<file path="src/rtl/sgi_router.sv">
module sgi_router #(
  parameter int NUM_CPU = 8,
  localparam int IdxW = (NUM_CPU > 1) ? $clog2(NUM_CPU) : 1,
  parameter logic [NUM_CPU*32-1:0] AFF_TABLE = {
    32'h0A0B0C10, 32'h0A0B0C0F, 32'h0A0B0C05, 32'h0A0B0C00,
    32'h00000003, 32'h00000002, 32'h00000001, 32'h00000000}
) (
  input  logic                clk,
  input  logic                rst_n,
  input  logic                wr_en,
  input  logic [1:0]          wr_sel,
  input  logic [63:0]         wr_data,
  input  logic                wr_secure,
  input  logic [IdxW-1:0]     wr_cpu,
  input  logic                ds_bit,
  output logic                sgi_valid,
  output logic [NUM_CPU-1:0]  sgi_targets,
  output logic [1:0]          sgi_group,
  output logic [3:0]          sgi_id,
  output logic                sgi_ns
);

  localparam logic [1:0] GrpZero = 2'd0;
  localparam logic [1:0] GrpSec1 = 2'd1;
  localparam logic [1:0] GrpNs1  = 2'd2;

  wire [23:0] prefix = {wr_data[55:48], wr_data[39:32], wr_data[23:16]};
  wire        bcast  = wr_data[40];
  wire        sel_ok = (wr_sel != 2'd3);

  logic [NUM_CPU-1:0] hit;

  for (genvar i = 0; i < NUM_CPU; i++) begin : g_cpu
    localparam logic [23:0] CpuPre = AFF_TABLE[i*32+8 +: 24];
    localparam logic [7:0]  CpuLow = AFF_TABLE[i*32 +: 8];
    localparam bit          InMap  = (CpuLow <= 8'd15);
    wire direct_hit = InMap && (prefix == CpuPre) && wr_data[CpuLow[3:0]];
    assign hit[i] = bcast ? (wr_cpu != IdxW'(i)) : direct_hit;
  end

  logic [1:0] grp_raw;
  always_comb begin
    case (wr_sel)
      2'd1:    grp_raw = wr_secure ? GrpSec1 : GrpNs1;
      2'd2:    grp_raw = wr_secure ? GrpNs1 : GrpSec1;
      default: grp_raw = GrpZero;
    endcase
  end

  wire [1:0] grp = (ds_bit && grp_raw == GrpSec1) ? GrpZero : grp_raw;
  wire       fire = wr_en && sel_ok && (|hit);

  always_ff @(posedge clk or negedge rst_n) begin
    if (!rst_n) begin
      sgi_valid   <= 1'b0;
      sgi_targets <= '0;
      sgi_group   <= GrpZero;
      sgi_id      <= 4'd0;
      sgi_ns      <= 1'b0;
    end else begin
      sgi_valid   <= fire;
      sgi_targets <= fire ? hit : '0;
      if (fire) begin
        sgi_group <= grp;
        sgi_id    <= wr_data[27:24];
        sgi_ns    <= ~wr_secure;
      end
    end
  end

endmodule

</file>
<file path="config.mk">
export PLATFORM = sky130hd
export DESIGN_NAME = sgi_router
export DESIGN_NICKNAME = d
export VERILOG_FILES = /design/src/rtl/sgi_router.sv
export SDC_FILE = /design/constraint.sdc
export NUM_CORES = 1
export LEC_CHECK = 0
export BUFFER_PORTS_ARGS = -buffer_cell sky130_fd_sc_hd__clkbuf_2
export CAP_MARGIN = 20
export CORE_MARGIN = 2
export CORE_UTILIZATION = 36
export DETAILED_ROUTE_END_ITERATION = 10
export PLACE_DENSITY = 0.83
export REMOVE_ABC_BUFFERS = 1
export SLEW_MARGIN = 5
export SYNTH_ARGS = -nofsm -noshare
export SYNTH_HDL_FRONTEND = slang
export SYNTH_SLANG_ARGS = --single-unit
export TNS_END_PERCENT = 100
</file>
<file path="constraint.sdc">
create_clock -name clk -period 1.2 [get_ports clk]
set_input_delay 0.24 -clock clk [delete_from_list [all_inputs] [get_ports clk]]
set_output_delay 0.24 -clock clk [all_outputs]
set_load 0.05 [all_outputs]
</file>
**Word-level counts from Yosys, hierarchy flattened**

Cells that the tools add are included.

- Register bits after elaboration: 16
- Bits of input ports: 74
- Output and inout port bits: 16
- Word-level logic and storage cells: 44

- Equal/unequal tests: 12
- Mux-type cells: 13
- Bitwise logic cells: 1
- Reductions and logical operators: 13

Operators with widths:

| cell | count |
|---|---|
| == test 24 x 20 -> 1 bit (second input constant) | 1 |
| zero test 24 bit | 1 |
| != test 3 bit (second input constant) | 4 |
| logical AND 1 bit | 10 |
| two-way mux 1 bit | 8 |
| two-way mux 8 bit | 1 |
| OR reduction 8 bit | 1 |
| two-way mux 2 bit | 3 |
| != test 3 x 2 -> 1 bit (second input constant) | 2 |
| == test 2 x 1 -> 1 bit (second input constant) | 2 |
| case mux 2 bit (2 select lines) | 1 |
| != test 3 x 1 -> 1 bit (second input constant) | 1 |
| nonzero test 3 bit | 1 |
| == test 2 bit (second input constant) | 1 |
| != test 2 bit (second input constant) | 1 |
| inverter 1 bit | 1 |

**Logic depth before layout (Yosys ltp)**

Gate-level depths: netlist of the first run.

- Depth after elaboration: 6
- Mapped depth: 6
- Mapped depth without buffers: 5

**Worst setup path before layout of the first run**

No wires, ideal clock.

- Path kind: input-to-reg
- Start: input port wr_data[39]
- End: register sgi_id[0]
- Setup time: 0.125 ns
- Data arrival time: 1.342 ns
- Required time: 1.075 ns
- Slack: -0.267 ns
- Cell stages on the path: 6
- Buffers on the path: 1
- Cells stage by stage: nor4_2 -> nand3_2 -> nor3_2 -> a21boi_1 -> buf_6 -> mux2_4

- Word-level cells in the longest chain between the ends: 5
- Elaborated cells between the ends (all ways): 18
- Those cells by class: eq/ne: 1; mux: 7; reduce/logical: 10

RTL lines:

| what | line | source |
|---|---|---|
| start, declared | 12 | `input logic [63:0] wr_data,` |
| == test 24 x 20 -> 1 bit or zero test 24 bit (tied branches) | 37 | `wire direct_hit = InMap && (prefix == CpuPre) && wr_data[CpuLow[3:0]];` |
| logical AND 1 bit | 37 |  |
| two-way mux 1 bit | 38 | `assign hit[i] = bcast ? (wr_cpu != IdxW'(i)) : direct_hit;` |
| OR reduction 8 bit (*) | 51 | `wire fire = wr_en && sel_ok && (\|hit);` |
| logical AND 1 bit (*) | 51 |  |
| end signal, assigned | 65 | `sgi_id <= wr_data[27:24];` |
| end, declared | 19 | `output logic [3:0] sgi_id,` |

Mark *: on every way between the ends. The rest lies on a longest branch, timed or not.
A chain may end at the register's enable or synchronous reset.

**Final worst setup path of the first run**

- Start: input port wr_data[0]
- End: register sgi_id[2]

- Word-level cells in the longest chain between the ends: 4
- Elaborated cells between the ends (all ways): 6
- Those cells by class: mux: 2; reduce/logical: 4

RTL lines:

| what | line |
|---|---|
| logical AND 1 bit | 37 |
| two-way mux 1 bit | 38 |
| OR reduction 8 bit (*) | 51 |
| logical AND 1 bit (*) | 51 |

Marks and branches as above.

==> results of run 1 <==
[cell families after synthesis]
family,synth area share [%]
AO/OA/AOI/OAI,11.8
buffers and inverters,3.12
flip-flops,47.6
multiplexers,12.1
AND/OR/NAND/NOR,25.4
[Yosys cell counts, types with 2 or more instances]
| library cell | instances |
|---|---|
| a21oi_1 | 7 |
| nand2b_1 | 3 |
| nor4_2 | 2 |
| inv_1 | 3 |
| mux2_4 | 4 |
| nor2_1 | 4 |
| nor3_1 | 6 |
| nor4_1 | 4 |
| mux2i_1 | 3 |
| o21ai_0 | 2 |
| nand2_1 | 7 |
| dfrtp_1 | 16 |
[cell type report]
type | count | share of cell area, %
repair buffers | 83 | 33.9
inverters | 3 | 0.716
clock buffers | 4 | 2.31
well taps | 28 | 2.23
multi-input cells | 59 | 35.4
flip-flops and latches | 16 | 25.5
[per-layer routing]
metal  track usage, %  part of all wire [%]  vias up
met4             11.5                   5.3        0
met2             32.7                    51       86
li1                 -                     -      469
met1             22.1                    36      497
met5                0                     0        -
met3             4.29                   8.2       20
[how the worst max path moves through the flow]
stage                     cells past startpoint             end  slack [ns]        start
after floorplan                               5    sgi_group[1]       -0.57  wr_data[51]
after global placement                        7  sgi_targets[4]       -0.38  wr_data[39]
after detailed placement                      7       sgi_id[0]       -0.47  wr_data[18]
after CTS                                     7       sgi_id[2]       -0.09  wr_data[35]
after global routing                          7       sgi_id[1]       -0.19  wr_data[51]
final                                         6       sgi_id[2]       -0.14   wr_data[0]
[registers in the layout (all words and copies together) (netlist names)]
name	cells
sgi_ns	1
sgi_targets	8
sgi_group	2
sgi_valid	1
sgi_id	4
[critical path, delay by kind of cell]
kind | cells | cell delay, ns
AND/OR/NAND/NOR | 1 | 0.34
multiplexers | 1 | 0.31
buffers and inverters | 2 | 0.32
AO/OA/AOI/OAI | 2 | 0.30
[power by group through the flow]
stage	Combinational [uW]	Sequential [uW]	Clock, uW
floorplan	102	816	0
CTS	528	617	358
detailed placement	508	628	0
global placement	495	626	0
global route	612	623	402
finish	582	616	350
[through the flow]
stage	util, %	cells	setup TNS (ns)	setup WS [ns]
after floorplan	-	78	-4.60	-0.575
after global placement	58.9	185	-4.84	-0.382
after detailed placement	58.9	185	-5.94	-0.468
after CTS	64.0	192	-0.481	-0.0870
after global routing	71.1	193	-2.05	-0.191
final	71.1	193	-1.19	-0.140
[what timing repair did]
| item | in CTS | in global routing |
|---|---|---|
| hold buffers | 1 | 0 |
| pin swaps | 4 | 21 |
| resized for setup | 8 | 43 |
| hold endpoints to repair | 16 | 0 |
| buffers inserted | 2 | 1 |
| endpoints found under the setup margin | 14 | 19 |
==> flow_summary.ini, run 1 <==
[sta]
setup_ws_ns = -0.140
worst_pin_slew_ns = 0.406
post-route-min-period_ns = 1.34
finalMaxSlewViolations = 0
finalClockSkew_ns = 0
whs_ns = 0.178
min_period_over_period_pct = 112
max_freq_mhz = 746
finalHoldViolCount = 0
grt_setup_unrepaired = yes
setup_viol = 13
slew-limit-headroom_pct = 73.0

[yosys]
ys_seq_elements = 16
netlist-cell-type-count = 31
syn_inst = 80
yosysWarnings = 0
async_reset_ff_share_pct = 100
synth_top_area_share_pct = 47.6
synth_area_leaders = dfrtp_1 (48%), mux2_4 (7.1%), a21oi_1 (4.2%)
syn-cell-area_um2 = 841
syn_area_per_cell_um2 = 10.5
yosysTopAreaCell = dfrtp_1
yosys_most_used_dff = dfrtp_1
seq_area_frac_synth_pct = 47.6
synth_edf_count = 0

[final_layout]
drive_above_1_share_pct = 66.7
regArea_um2 = 400
final_common_cell = clkbuf_2
n_fill_cell = 154
nets = 240
fin_area_mm2 = 0.00157
multi_input_area_um2 = 557
area_delta_synth_final_pct = 87.1
final_cell_mix = clkbuf_2 (47), buf_4 (20), dfrtp_1 (16), buf_6 (8), nor4_4 (6)
antenna_cells = 0

[floorplan]
dieArea_mm2 = 0.00274
die_h_um = 52.3
core_area_mm2 = 0.00221
die_w_um = 52.3
rows = 17
pin_count = 90
start_util_pct = 38.0

[placement]
gp_congestion = 0.820
io_buffers = 60
hpwl_um = 1890
placed_cell_area_mm2 = 0.00130

[worst_setup_path]
crit_path_max_incr_delay_ns = 0.34
timing.rr.end = sgi_id[3]
r2r-start = sgi_id[3]
ff2ff_setup_slack_ns = 0.45
cpMaxStageDelayCell = nor4_4
crit_path_end_kind = flop
reg2reg_depth = 1
startpoint_type = input pin
path_class = input pin to flop
crit_fanout = 8
cp.arrival_ns = 1.51
worstPathCellList = clkbuf_2, nor4_4, o22ai_2, a21boi_1, buf_4, mux2_4
critPathRequiredTime_ns = 1.37

[worst_hold_path]
hold_class = input pin to flop
min_from = wr_secure
holdPathEnd = sgi_ns
hold_depth = 2

[global_routing]
grt_overflow = 0
antenna_found_initial = 0
grt_pass1_vias = 938
grt_max_degree = 17
grt_use_total_pct = 19.4
grt_first_pass_wirelength_um = 3850

[pwr]
p_leak_uw = 0.000822
ir_drop_uv = 633
p_int_uw = 997
swShare_pct = 35.6
p_sw_uw = 551
power_uw = 1550
pwr-share-seq_pct = 39.8
clockPowerShare_pct = 22.6
power_frac_comb_pct = 37.6
p_per_area_mw_per_mm2 = 984

[clock_network]
cts-htree-levels = 1
cts_made_buffers = 3
max-clock-path-buffers = 2
path_clk_slew_ns = 0.09
root_buffer = clkbuf_4
cts_tree = built
cts.sinks = 16
clk_latency_ns = 0.28

[routing]
ant_nets = 0
drtPass1Iterations = 4
remaining_drc_errors = 0
viasPerCell = 5.55
totalWireLength_um = 3190
wire_per_inst_um = 16.5
dr.first_iter.drc_count = 14
num_vias = 1072

[outcome]
status = finished, violations left
violations = negative setup slack

[flow_run]
maxCapViolCount = 0
No activity file was read; power rests on OpenSTA's default activity.
==> inputs of run 2 (changes only) <==
--- a/config.mk
+++ b/config.mk
@@ -12,6 +12,7 @@
 export DETAILED_ROUTE_END_ITERATION = 10
 export PLACE_DENSITY = 0.83
 export REMOVE_ABC_BUFFERS = 1
+export SKIP_CTS_REPAIR_TIMING = 1
 export SLEW_MARGIN = 5
 export SYNTH_ARGS = -nofsm -noshare
 export SYNTH_HDL_FRONTEND = slang
==> flow_summary.ini, run 2 (same netlist as run 1, synthesis figures left out) <==
[outcome]
violations = negative setup slack
status = finished, violations left

[global_routing]
grt_use_total_pct = 17.9
grt_overflow = 0
grt_pass1_vias = 895
grt_max_degree = 17
grt_first_pass_wirelength_um = 3590
antenna_found_initial = 0

[final_layout]
multi_input_area_um2 = 518
regArea_um2 = 400
largest_reg_flops = 8
final_util_pct = 67.9
instances_no_fill = 190
final_cell_mix = clkbuf_2 (49), buf_4 (18), dfrtp_1 (16), nand2_1 (6), buf_6 (6)
area_delta_synth_final_pct = 78.6
antenna_cells = 0
drive_above_1_share_pct = 63.6
max_flop_register = sgi_targets
n_fill_cell = 168
nets = 237
final_common_cell = clkbuf_2
top_regs = sgi_targets: 8 flops, sgi_id: 4 flops, sgi_group: 2 flops

[sta]
finalHoldViolCount = 0
whs_ns = 0.175
max_freq_mhz = 743
slew-limit-headroom_pct = 73.7
finalClockSkew_ns = 0
min_period_over_period_pct = 112
setup_ws_ns = -0.146
setup_viol = 11
grt_setup_unrepaired = yes
finalMaxSlewViolations = 0
post-route-min-period_ns = 1.35
worst_pin_slew_ns = 0.394

[worst_setup_path]
startpoint_type = input pin
cp.arrival_ns = 1.52
worst-path-buf-inv = 2
crit_path_end_kind = flop
path_class = input pin to flop
crit_path_max_incr_delay_ns = 0.34
cpMaxStageDelayCell = mux2_2
worstPathCellList = clkbuf_2, nor3_1, o22ai_2, a21boi_1, buf_4, mux2_2
critPathRequiredTime_ns = 1.38
crit_fanout = 8
crit_family = multiplexers

[pwr]
p_sw_uw = 534
p_int_uw = 988
power_frac_comb_pct = 36.6
pwr-share-seq_pct = 40.4
p_per_area_mw_per_mm2 = 1010
swShare_pct = 35.1
ir_drop_uv = 659
p_leak_uw = 0.000773
clockPowerShare_pct = 23.0

[floorplan]
die_w_um = 52.3
dieArea_mm2 = 0.00274
core_area_mm2 = 0.00221
die_h_um = 52.3
pin_count = 90
rows = 17
start_util_pct = 38.0

[routing]
totalWireLength_um = 2690
wire_per_inst_um = 14.2
remaining_drc_errors = 0
viasPerCell = 5.23
ant_nets = 0
dr.first_iter.drc_count = 7
num_vias = 994
drtPass1Iterations = 4

[clock_network]
root_buffer = clkbuf_4
cts-htree-levels = 1
max-clock-path-buffers = 2
clk_latency_ns = 0.28
cts_tree = built
cts_made_buffers = 3
path_clk_slew_ns = 0.10
cts.sinks = 16

[placement]
dp_slack_ns = -0.468
dp.cells = 185
io_buffers = 60
hpwl_um = 1890
gp_congestion = 0.820

[worst_hold_path]
hold_class = input pin to flop

[flow_run]
maxCapViolCount = 0
## run 2: routing by layer
layer | vias to the layer above | global-route usage [%] | part of all wire (%)
met5 | - | 0 | 0
met4 | 0 | 7.69 | 0.52
met3 | 2 | 3.71 | 8.2
met2 | 57 | 30.6 | 53
met1 | 469 | 21.6 | 38
li1 | 466 | - | -
## run 2: path summary, 6_finish.rpt
check                             start              to  slack, ns  cells past startpoint
max                          wr_data[0]    sgi_group[1]      -0.15                      6
min                           wr_secure          sgi_ns       0.18                      2
max reg2reg                   sgi_id[3]       sgi_id[3]       0.44                      1
min reg2reg                sgi_group[0]    sgi_group[0]       0.50                      1
max in group asynchronous         rst_n       sgi_id[2]       0.50                      2
min in group asynchronous         rst_n  sgi_targets[4]       0.42                      2
## run 2: power groups by stage
stage          sequential [uW]  combinational (uW)  clock, uW
2_1_floorplan              816                 102          0
3_3_place_gp               626                 495          0
3_5_place_dp               628                 508          0
4_1_cts                    617                 509        358
5_1_grt                    622                 588        382
6_report                   615                 557        350
## run 2: cell type report
type,count,share of cell area [%]
multi-input combinational,59,34.5
timing repair buffer,80,33.3
sequential,16,26.7
clock buffer,4,2.42
tap,28,2.33
inverter,3,0.750
## run 2: metrics by stage
| step | total power (uW) | TNS [ns] | instance area, um2 |
|---|---|---|---|
| floorplan | 918 | -4.60 | 826 |
| CTS | 1480 | -1.70 | 1340 |
| global placement | 1120 | -4.84 | 1300 |
| detailed placement | 1140 | -5.94 | 1300 |
| finish | 1520 | -1.05 | 1500 |
| global route | 1590 | -1.93 | 1500 |
==> inputs of run 3 (changes only) <==
--- a/config.mk
+++ b/config.mk
@@ -10,7 +10,7 @@
 export CORE_MARGIN = 2
 export CORE_UTILIZATION = 36
 export DETAILED_ROUTE_END_ITERATION = 10
-export PLACE_DENSITY = 0.83
+export PLACE_DENSITY = 0.92
 export REMOVE_ABC_BUFFERS = 1
 export SKIP_CTS_REPAIR_TIMING = 1
 export SLEW_MARGIN = 5
==> flow_summary.ini, run 3 (same netlist as run 1, synthesis figures left out) <==
[outcome]
status = finished, violations left
violations = negative setup slack

[final_layout]
n_fill_cell = 183
largest_reg_flops = 8
antenna_cells = 0
fin_area_mm2 = 0.00150
drive_above_1_share_pct = 63.9
top_regs = sgi_targets: 8 flops, sgi_id: 4 flops, sgi_group: 2 flops
instances_no_fill = 186
nets = 233
multi_input_area_um2 = 529
max_flop_register = sgi_targets
area_delta_synth_final_pct = 77.8
regArea_um2 = 400
final_common_cell = clkbuf_2
final_cell_mix = clkbuf_2 (47), dfrtp_1 (16), buf_4 (11), buf_6 (10)

[worst_setup_path]
cpMaxStageDelayCell = mux2_4
startpoint_type = input pin
path_class = input pin to flop
critPathRequiredTime_ns = 1.38
crit_fanout = 5
cp.arrival_ns = 1.52
crit_top_cell = buf_6
crit_path_end_kind = flop
worstPathCellList = buf_6, nor4_2, nand2_1, o22ai_2, a21boi_2, buf_6, mux2_4
crit_path_max_incr_delay_ns = 0.29

[routing]
drtPass1Iterations = 4
viasPerCell = 5.51
ant_nets = 0
remaining_drc_errors = 0
totalWireLength_um = 2970
dr.first_iter.drc_count = 10
wire_per_inst_um = 16.0
num_vias = 1024

[floorplan]
core_area_mm2 = 0.00221
die_w_um = 52.3
pin_count = 90
die_h_um = 52.3
start_util_pct = 38.0
rows = 17
dieArea_mm2 = 0.00274

[global_routing]
grt_max_degree = 17
grt_overflow = 0
grt_use_total_pct = 18.0
antenna_found_initial = 0
gr-max-usage-layer = met2
grtUsageMet2_pct = 32.5
grt_pass1_vias = 890
grt_first_pass_wirelength_um = 3710
met3_usage_pct = 4.29
gr-usage-met1_pct = 18.3

[sta]
post-route-min-period_ns = 1.34
finalHoldViolCount = 0
min_period_over_period_pct = 112
finalClockSkew_ns = 0
setup_viol = 9
worst_pin_slew_ns = 0.382
setup_ws_ns = -0.144
finalMaxSlewViolations = 0
max_freq_mhz = 744
slew-limit-headroom_pct = 74.5
grt_setup_unrepaired = yes
final.setup.tns_ns = -0.922

[placement]
hpwl_um = 1880
io_buffers = 60
dp_slack_ns = -0.438
placed_cell_area_mm2 = 0.00124
dp.cells = 177
gp_congestion = 0.921

[clock_network]
root_buffer = clkbuf_4
cts-htree-levels = 1
cts_made_buffers = 3
cts.sinks = 16
clk_latency_ns = 0.28
path_clk_slew_ns = 0.09
max-clock-path-buffers = 2
cts_tree = built

[pwr]
p_leak_uw = 0.000778
p_per_area_mw_per_mm2 = 1020
ir_drop_uv = 1030

[flow_run]
maxCapViolCount = 0

[worst_hold_path]
hold_class = input pin to flop
==> run 3: cell types whose count changed in the layout (fill, tap and decap cells not counted), moves of 2 or more <==
cell	before	now
clkbuf_4	4	6
buf_4	18	11
clkbuf_2	49	47
buf_6	6	10
==> run 3: critical path, delay by kind of cell <==
family	cells	cell delay, ns
mux	1	0.29
compound gates	2	0.32
buf+inv	2	0.24
simple gates	2	0.42
==> run 3: routing by layer <==
layer / part of all wire, % / routed length [um]
met5: 0 / 0
met4: 6.2 / 184
met3: 5.9 / 174
met2: 56 / 1650
met1: 32 / 961
==> run 3: path summary, 6_finish.rpt <==
path	start	slack, ns	depth (start not counted)	end
max	wr_data[40]	-0.14	7	sgi_id[1]
min	wr_data[24]	0.18	2	sgi_id[0]
min in group asynchronous	rst_n	0.40	2	sgi_id[2]
min reg2reg	sgi_group[0]	0.52	1	sgi_group[0]
max in group asynchronous	rst_n	0.52	2	sgi_valid
max reg2reg	sgi_group[1]	0.43	1	sgi_group[1]
==> run 3: power breakdown <==
group / total, uW / switching, uW / internal, uW
clock network: 347 / 162 / 185
logic: 563 / 349 / 214
registers: 617 / 25.0 / 591
total: 1530 / 536 / 990
==> run 3: area by class of cell <==
type                       count  share of cell area [%]
multi-input combinational     59                    35.4
clock buffer                   4                    2.43
sequential                    16                    26.8
inverter                       3                   0.753
timing repair buffer          76                    32.3
tap                           28                    2.34
==> run 3: per-stage QoR <==
| stage | util [%] | hold slack [ns] | power (uW) |
|---|---|---|---|
| 6_report | 67.6 | 0.180 | 1530 |
| 3_5_place_dp | 56.2 | 0.171 | 1120 |
| 4_1_cts | 57.9 | -0.143 | 1460 |
| 3_3_place_gp | 56.2 | 0.164 | 1100 |
| 5_1_grt | 67.6 | 0.172 | 1600 |
| 2_1_floorplan | - | -0.0556 | 918 |
